[src/rtl/fetch_bus_monitor.sv]
module fetch_bus_monitor #(
  parameter int HI_BITS = 5
) (
  input  logic               clk,
  input  logic               rst,
  input  logic [7:0]         bus,
  input  logic [HI_BITS-1:0] hi_addr,
  input  logic               ale,
  input  logic               prog_rd_n,
  output logic               rec_valid,
  output logic [HI_BITS+7:0] rec_addr,
  output logic [7:0]         rec_data,
  output logic               byte_valid,
  output logic [7:0]         byte_data,
  input  logic               byte_ready,
  output logic               overflow
);
  // HI_BITS must not exceed 8: the record reserves two bytes for the address
  localparam int AW  = HI_BITS + 8;
  localparam int NP  = AW + 2;
  localparam int PAD = 16 - AW;
  localparam logic [NP-1:0] IDLE = {1'b1, 1'b0, {AW{1'b0}}};

  logic [NP-1:0] s1, s2, s3;
  logic [AW-1:0] addr_q;
  logic [7:0]    data_q;
  logic          started;
  logic [1:0]    cnt;
  logic [23:0]   sbuf;

  wire ale_fall   = s3[AW] & ~s2[AW];
  wire psen_rise  = ~s3[AW+1] & s2[AW+1];
  wire [AW-1:0] addr_nx = ale_fall ? s2[AW-1:0] : addr_q;
  wire started_nx = started | ale_fall;
  wire fire       = psen_rise & started_nx;
  wire busy       = |cnt;
  wire take       = busy & byte_ready;

  always_ff @(posedge clk) begin
    if (rst) begin
      s1 <= IDLE;
      s2 <= IDLE;
      s3 <= IDLE;
    end else begin
      s1 <= {prog_rd_n, ale, hi_addr, bus};
      s2 <= s1;
      s3 <= s2;
    end
  end

  always_ff @(posedge clk) begin
    if (rst) begin
      addr_q    <= '0;
      data_q    <= '0;
      started   <= 1'b0;
      rec_valid <= 1'b0;
      overflow  <= 1'b0;
    end else begin
      addr_q    <= addr_nx;
      started   <= started_nx;
      rec_valid <= fire;
      if (psen_rise) data_q <= s2[7:0];
      if (fire && busy) overflow <= 1'b1;
    end
  end

  always_ff @(posedge clk) begin
    if (rst) begin
      cnt  <= '0;
      sbuf <= '0;
    end else if (fire && !busy) begin
      cnt  <= 2'd3;
      sbuf <= {{PAD{1'b0}}, addr_nx, s2[7:0]};
    end else if (take) begin
      cnt  <= cnt - 2'd1;
      sbuf <= {sbuf[15:0], 8'h00};
    end
  end

  assign rec_addr   = addr_q;
  assign rec_data   = data_q;
  assign byte_valid = busy;
  assign byte_data  = sbuf[23:16];
endmodule

[config.mk]
export PLATFORM = sky130hd
export DESIGN_NAME = fetch_bus_monitor
export DESIGN_NICKNAME = d
export VERILOG_FILES = /design/src/rtl/fetch_bus_monitor.sv
export SDC_FILE = /design/constraint.sdc
export NUM_CORES = 1
export LEC_CHECK = 0
export BUFFER_PORTS_ARGS = -buffer_cell sky130_fd_sc_hd__buf_2
export CORE_ASPECT_RATIO = 0.9
export CORE_MARGIN = 2
export CORE_UTILIZATION = 40
export CTS_BUF_LIST = sky130_fd_sc_hd__clkbuf_4 sky130_fd_sc_hd__clkbuf_8
export CTS_CLUSTER_SIZE = 12
export DETAILED_ROUTE_END_ITERATION = 8
export GPL_TIMING_DRIVEN = 0
export PLACE_DENSITY = 0.67
export SLEW_MARGIN = 20
export SYNTH_ARGS = -nofsm -noshare
export SYNTH_HDL_FRONTEND = slang
export SYNTH_SLANG_ARGS = --single-unit
[constraint.sdc]
create_clock -name clk -period 3.7 [get_ports clk]
set_input_delay 0.37 -clock clk [delete_from_list [all_inputs] [get_ports clk]]
set_output_delay 0.37 -clock clk [all_outputs]
set_load 0.01 [all_outputs]
Word level (Yosys, flattened, before mapping)

Index checks and enable logic that the tools add are counted.
Widths: inputs -> output; s select.

Output and inout bits: 32
Word-level logic and storage cells: 30
Bits of input ports: 18
Flip-flop bits (word level): 95

Reductions and logical operators: 6
Bitwise gates (word level): 7
Multiplexer cells: 5
Add/sub/neg operators: 1

Operators with widths:

| operator            | count |
|---|---|
| $mux 21             | 2 |
| $mux 13             | 1 |
| $and 1x1->1         | 4 |
| $mux 2              | 2 |
| $reduce_or 2->1     | 2 |
| $logic_and 1x1->1   | 2 |
| $not 1->1           | 2 |
| $reduce_bool 2->1   | 1 |
| $sub 2x1->2 const B | 1 |
| $logic_not 1->1     | 1 |
| $or 1x1->1          | 1 |

Longest topological paths before layout

Depth in word-level cells: 6
Depth in mapped cells: 8
Gate-level depth less buffers: 6

Worst setup path before layout

Ideal clock, no wire load.

Path kind: reg2reg
From: register cnt[0]
To: register sbuf[13]
Cell stages (with the launch flop): 9
Setup time: 0.139 ns
Period minus slack after synthesis: 1.455 ns
Slack: 2.245 ns
Arrival time: 1.316 ns
Required time: 3.561 ns
Path buffers: 2
Cells stage by stage: dfxtp_1 -> inv_1 -> ha_1 -> inv_1 -> a211o_1 -> buf_6 -> buf_6 -> a2bb2oi_1 -> a21oi_2

Word-level cells in the longest chain between the ends: 4
Elaborated cells between the ends (all ways): 6
Those cells by class: mux: 1; bitwise: 1; reduce/logical: 4

RTL lines:

| element                                      | RTL line | source |
|---|---|---|
| from (decl)                                  | 28       | `logic [1:0] cnt;` |
| from (signal assigned)                       | 75       | `cnt <= cnt - 2'd1;` |
| $reduce_or 2->1 (*)                          | 36       | `wire busy = \|cnt;` |
| net byte_valid                               | 13       | `output logic byte_valid,` |
| $logic_not 1->1                              | 71       | `end else if (fire && !busy) begin` |
| $logic_and 1x1->1                            | 71       |  |
| $mux 21 or $reduce_bool 2->1 (tied branches) | -        |  |
| to (signal assigned)                         | 73       | `sbuf <= {{PAD{1'b0}}, addr_nx, s2[7:0]};` |
| to (signal assigned)                         | 76       | `sbuf <= {sbuf[15:0], 8'h00};` |
| to (decl)                                    | 29       | `logic [23:0] sbuf;` |

The timed path passes the listed nets; every way through them passes the cells marked *.
A chain may end at the register's enable or synchronous reset.

Worst setup path after layout

From: register cnt[0]
To: register sbuf[15]

Word-level cells in the longest chain between the ends: 4
Elaborated cells between the ends (all ways): 6
Those cells by class: mux: 1; bitwise: 1; reduce/logical: 4

RTL lines:

| element                                      | RTL line |
|---|---|
| $reduce_or 2->1 (*)                          | 36 |
| $logic_not 1->1                              | 71 |
| $logic_and 1x1->1                            | 71 |
| $mux 21 or $reduce_bool 2->1 (tied branches) | - |

Every way passes the cells marked *; elsewhere a longest branch is shown, timed or not.

==> summary.md <==
| Metric | Value |
|---|---|
| Status | `finished, final reports clean` |
| Combinational family with the most area after synthesis | `simple AND/OR/NAND/NOR gates` |
| Prevailing post-synth register cell | `dfxtp_1` |
| Starting Density | `between 40% and 50%` |
| Compound-Gate Fraction of Synth Area | `11.7%` |
| Mux cell area share after synthesis | `roughly 5.6%` |
| Max-cap violations | `0` |
| Syn Nets | `slightly above 300` |
| R2r startpoint | `cnt[0]` |
| GP Congestion | `a little under 0.8` |
| Seq/Total Area, Yosys | `57.4%` |
| CTS sink cnt | `82` |
| Die W | `approximately 93 um` |
| # nets final | `between 300 and 400` |
| Crit path kind | `reg2reg` |
| Vias | `2024` |
| Rows | `29` |
| Pre-antenna DRT Iters | `4` |
| DR WL/cell | `12.5 um` |
| Post-Synth Adder-Cell Area | `less than 1%` |
| # hold bufs at CTS | `0` |
| Antenna fix cells | `0` |
| CTS tree | `done` |
| Clock tree buffer depth | `2` |
| Tcrit/Tclk final | `46.3%` |
| YS warnings | `0` |
| Fin crit period | `about 1.7 ns` |
| DP HPWL | `approximately 3900 um` |
| Die footprint | `7840 um2` |
| First-pass GRT wire length | `~8800 um` |
| CTS clk-pin slew, worst paths | `around 0.080 ns` |
| Async set-or-reset flop fraction in the synthesized netlist | `0%` |
| Achievable frequency | `roughly 580 MHz` |
| Grt total ovfl | `0` |
| Int Power | `between 0.001 and 0.0015 W` |
| Comb pwr share | `a little under 7%` |
| Area growth, synth to finish | `19.1%` |
| Overall power | `around 0.0016 W` |
| Vias/cell | `between 4 and 5` |
| Synthesized area | `2860 um2` |
| Post CTS Setup Buffer Count | `0` |
| Relative slew slack | `51.2%` |
| Clock group share of total power | `a little under two fifths` |
| Htree depth | `3` |
| Inserted Clock Buffers | `9` |
| Hold path start | `prog_rd_n` |
| Die Span Y | `84.2 um` |
| Post-CTS sizing | `0` |
| Worst Tran Pin Value | `about 0.73 ns` |
| Vias in the first global route | `between 1500 and 2000` |
| IO buf count | `48` |
| Clock Skews | `approximately 0.0067 ns` |
| Yosys cell types | `24` |
| EDFF count, synth | `0` |
| Seq cells post-synth | `82` |
| Initial antenna violation count | `0` |
| Setup_tns | `0 ns` |
| Worst setup path startpoint | `cnt[0]` |
| Post-Syn Area per Cell | `10.0 um2` |
| Worst path arrival time | `1.99 ns` |
| Core ar. | `around 7000 um2` |
| Final Setup Violations | `0` |
| Sw Ratio | `between 20% and 30%` |
| Simple-gate area share of the yosys netlist | `between 10% and 20%` |
| CP Data Required Time | `3.98 ns` |
| WL final | `roughly 5500 um` |
| Pwr Density | `between 400 and 500 nW/um2` |
| Share of post-route cells with drive strength above 1 | `26.4%` |
| Startpoint types | `flop` |
| Share of power burned in registers | `~55%` |
| Maximum VDD drop | `roughly 0.24 mV` |
| GRT Total Usage | `14.6%` |
| Largest net degree at the start of global routing | `15` |
| Final Hold Vio Count | `0` |
| P_sw | `between 0.0003 and 0.0004 W` |
| Post-route ant nets | `0` |
| Clk Latency, worst-skew pair | `between 0.3 and 0.4 ns` |
| # DRC | `0` |
| Root Driver | `clkbuf_8` |
| Initial DRC count | `141` |
| Crit path max fanout | `10` |
| Hold WC Path Type | `in2reg` |
| RSZ-0062 raised after global routing | `false` |
| Max Slew Vio Count | `0` |
| Cells after Synth | `285` |
| Leakage | `around 1.4 nW` |
| Worst setup EP type | `flop` |
| Boundary Pins | `50` |
| Fin Hold WS | `roughly 0.2 ns` |
| Synth Area in XOR/XNOR | `less than 1%` |
per-stage QoR:
step	std cells	utilization (%)	instance area, um2	worst slack (ns)
floorplan	285	-	2860	2.25
global placement	426	45.9	3220	2.01
detailed placement	426	45.9	3220	2.01
CTS	441	48.6	3410	1.99
global route	441	48.6	3410	1.76
finish	441	48.6	3410	1.99
state kept, by name, indices dropped and copies added, names as in the netlist:
| name | flops |
|---|---|
| s1 | 15 |
| s3 | 2 |
| s2 | 15 |
| rec_valid | 1 |
| overflow | 1 |
| sbuf | 24 |
| rec_data | 8 |
| rec_addr | 13 |
| started | 1 |
| cnt | 2 |
final timing paths:
path | depth (start not counted) | slack (ns) | to
setup / recovery | 7 | 1.99 | sbuf[15]
setup reg to reg | 7 | 1.99 | sbuf[15]
hold / removal | 2 | 0.20 | s1[14]
hold reg to reg | 1 | 0.42 | s2[14]
routing by layer:
metal	wire [um]	global-route usage, %	share of wire (%)	vias to the layer above
met2	2410	21.8	44	41
met3	236	4.13	4.3	10
met4	80	5.21	1.5	0
li1	-	-	-	1059
met1	2770	20.1	50	914
met5	0	0	0	-
Yosys cell counts (3+ instances only):
cell type  number  area [um2]
dfxtp_1        82        1640
nor2b_1        32         200
a21oi_1        26         130
nand2_1        26        97.6
nand3_1        21         105
mux2i_1        16         160
nor2_1         14        52.6
a2bb2oi_1      13         114
clkbuf_1        9        33.8
buf_4           8        60.1
a21oi_2         7        61.3
buf_2           6        30.0
buf_1           4        15.0
inv_1           4        15.0
nor3_1          4        20.0
buf_6           3        33.8
or2_2           3        18.8
cell type report:
class,count,area (um2)
timing repair buffer,48,240
tap,93,116
fill,672,3600
multi-input combinational,169,1030
clock buffer,9,124
sequential,82,1640
buffer,30,173
clock inverter,6,66.3
inverter,4,15.0
worst max-delay path, stage by stage (launching register included):
cell and delay [ns]:
dfxtp_1 0.35, inv_1 0.05, ha_1 0.20, nor2b_1 0.10, buf_2 0.25, clkbuf_1 0.40, a2bb2oi_1 0.18, a21oi_2 0.13
kinds of logic (layout without fill, tap and decap cells):
group | Yosys count | in the layout
multiplexers | 16 | 16
adder cells (fa/ha/maj) | 1 | 1
flip-flops | 82 | 82
AO/OA/AOI/OAI | 49 | 49
XOR/XNOR | 1 | 1
AND/OR/NAND/NOR | 102 | 102
buffers and inverters | 34 | 97
power groups by stage:
stage                     sequential [W]  combinational (W)  clock [W]
after CTS                       0.000913           0.000112   0.000633
final                           0.000913           0.000111   0.000622
after floorplan                 0.000932          0.0000765          0
after detailed placement        0.000934           0.000111          0
after global placement          0.000933           0.000109          0
after global routing            0.000915           0.000125   0.000672
layout by cell type (no fill, tap or decap), drive strengths merged:
| cell type | Yosys | routed |
|---|---|---|
| xnor2 | 1 | 1 |
| a21oi | 33 | 33 |
| mux2i | 16 | 16 |
| clkbuf | 9 | 18 |
| dfxtp | 82 | 82 |
| a211o | 1 | 1 |
| a211oi | 2 | 2 |
| inv | 4 | 5 |
| a2bb2oi | 13 | 13 |
| clkinv | 0 | 4 |
| buf | 21 | 69 |
| bufinv | 0 | 1 |
| nor3 | 4 | 4 |
| nand2b | 2 | 2 |
| nand3 | 21 | 21 |
| ha | 1 | 1 |
| nor2b | 32 | 32 |
| nand2 | 26 | 26 |
| or2 | 3 | 3 |
| nor2 | 14 | 14 |
Power figures use the tool's default switching activity.
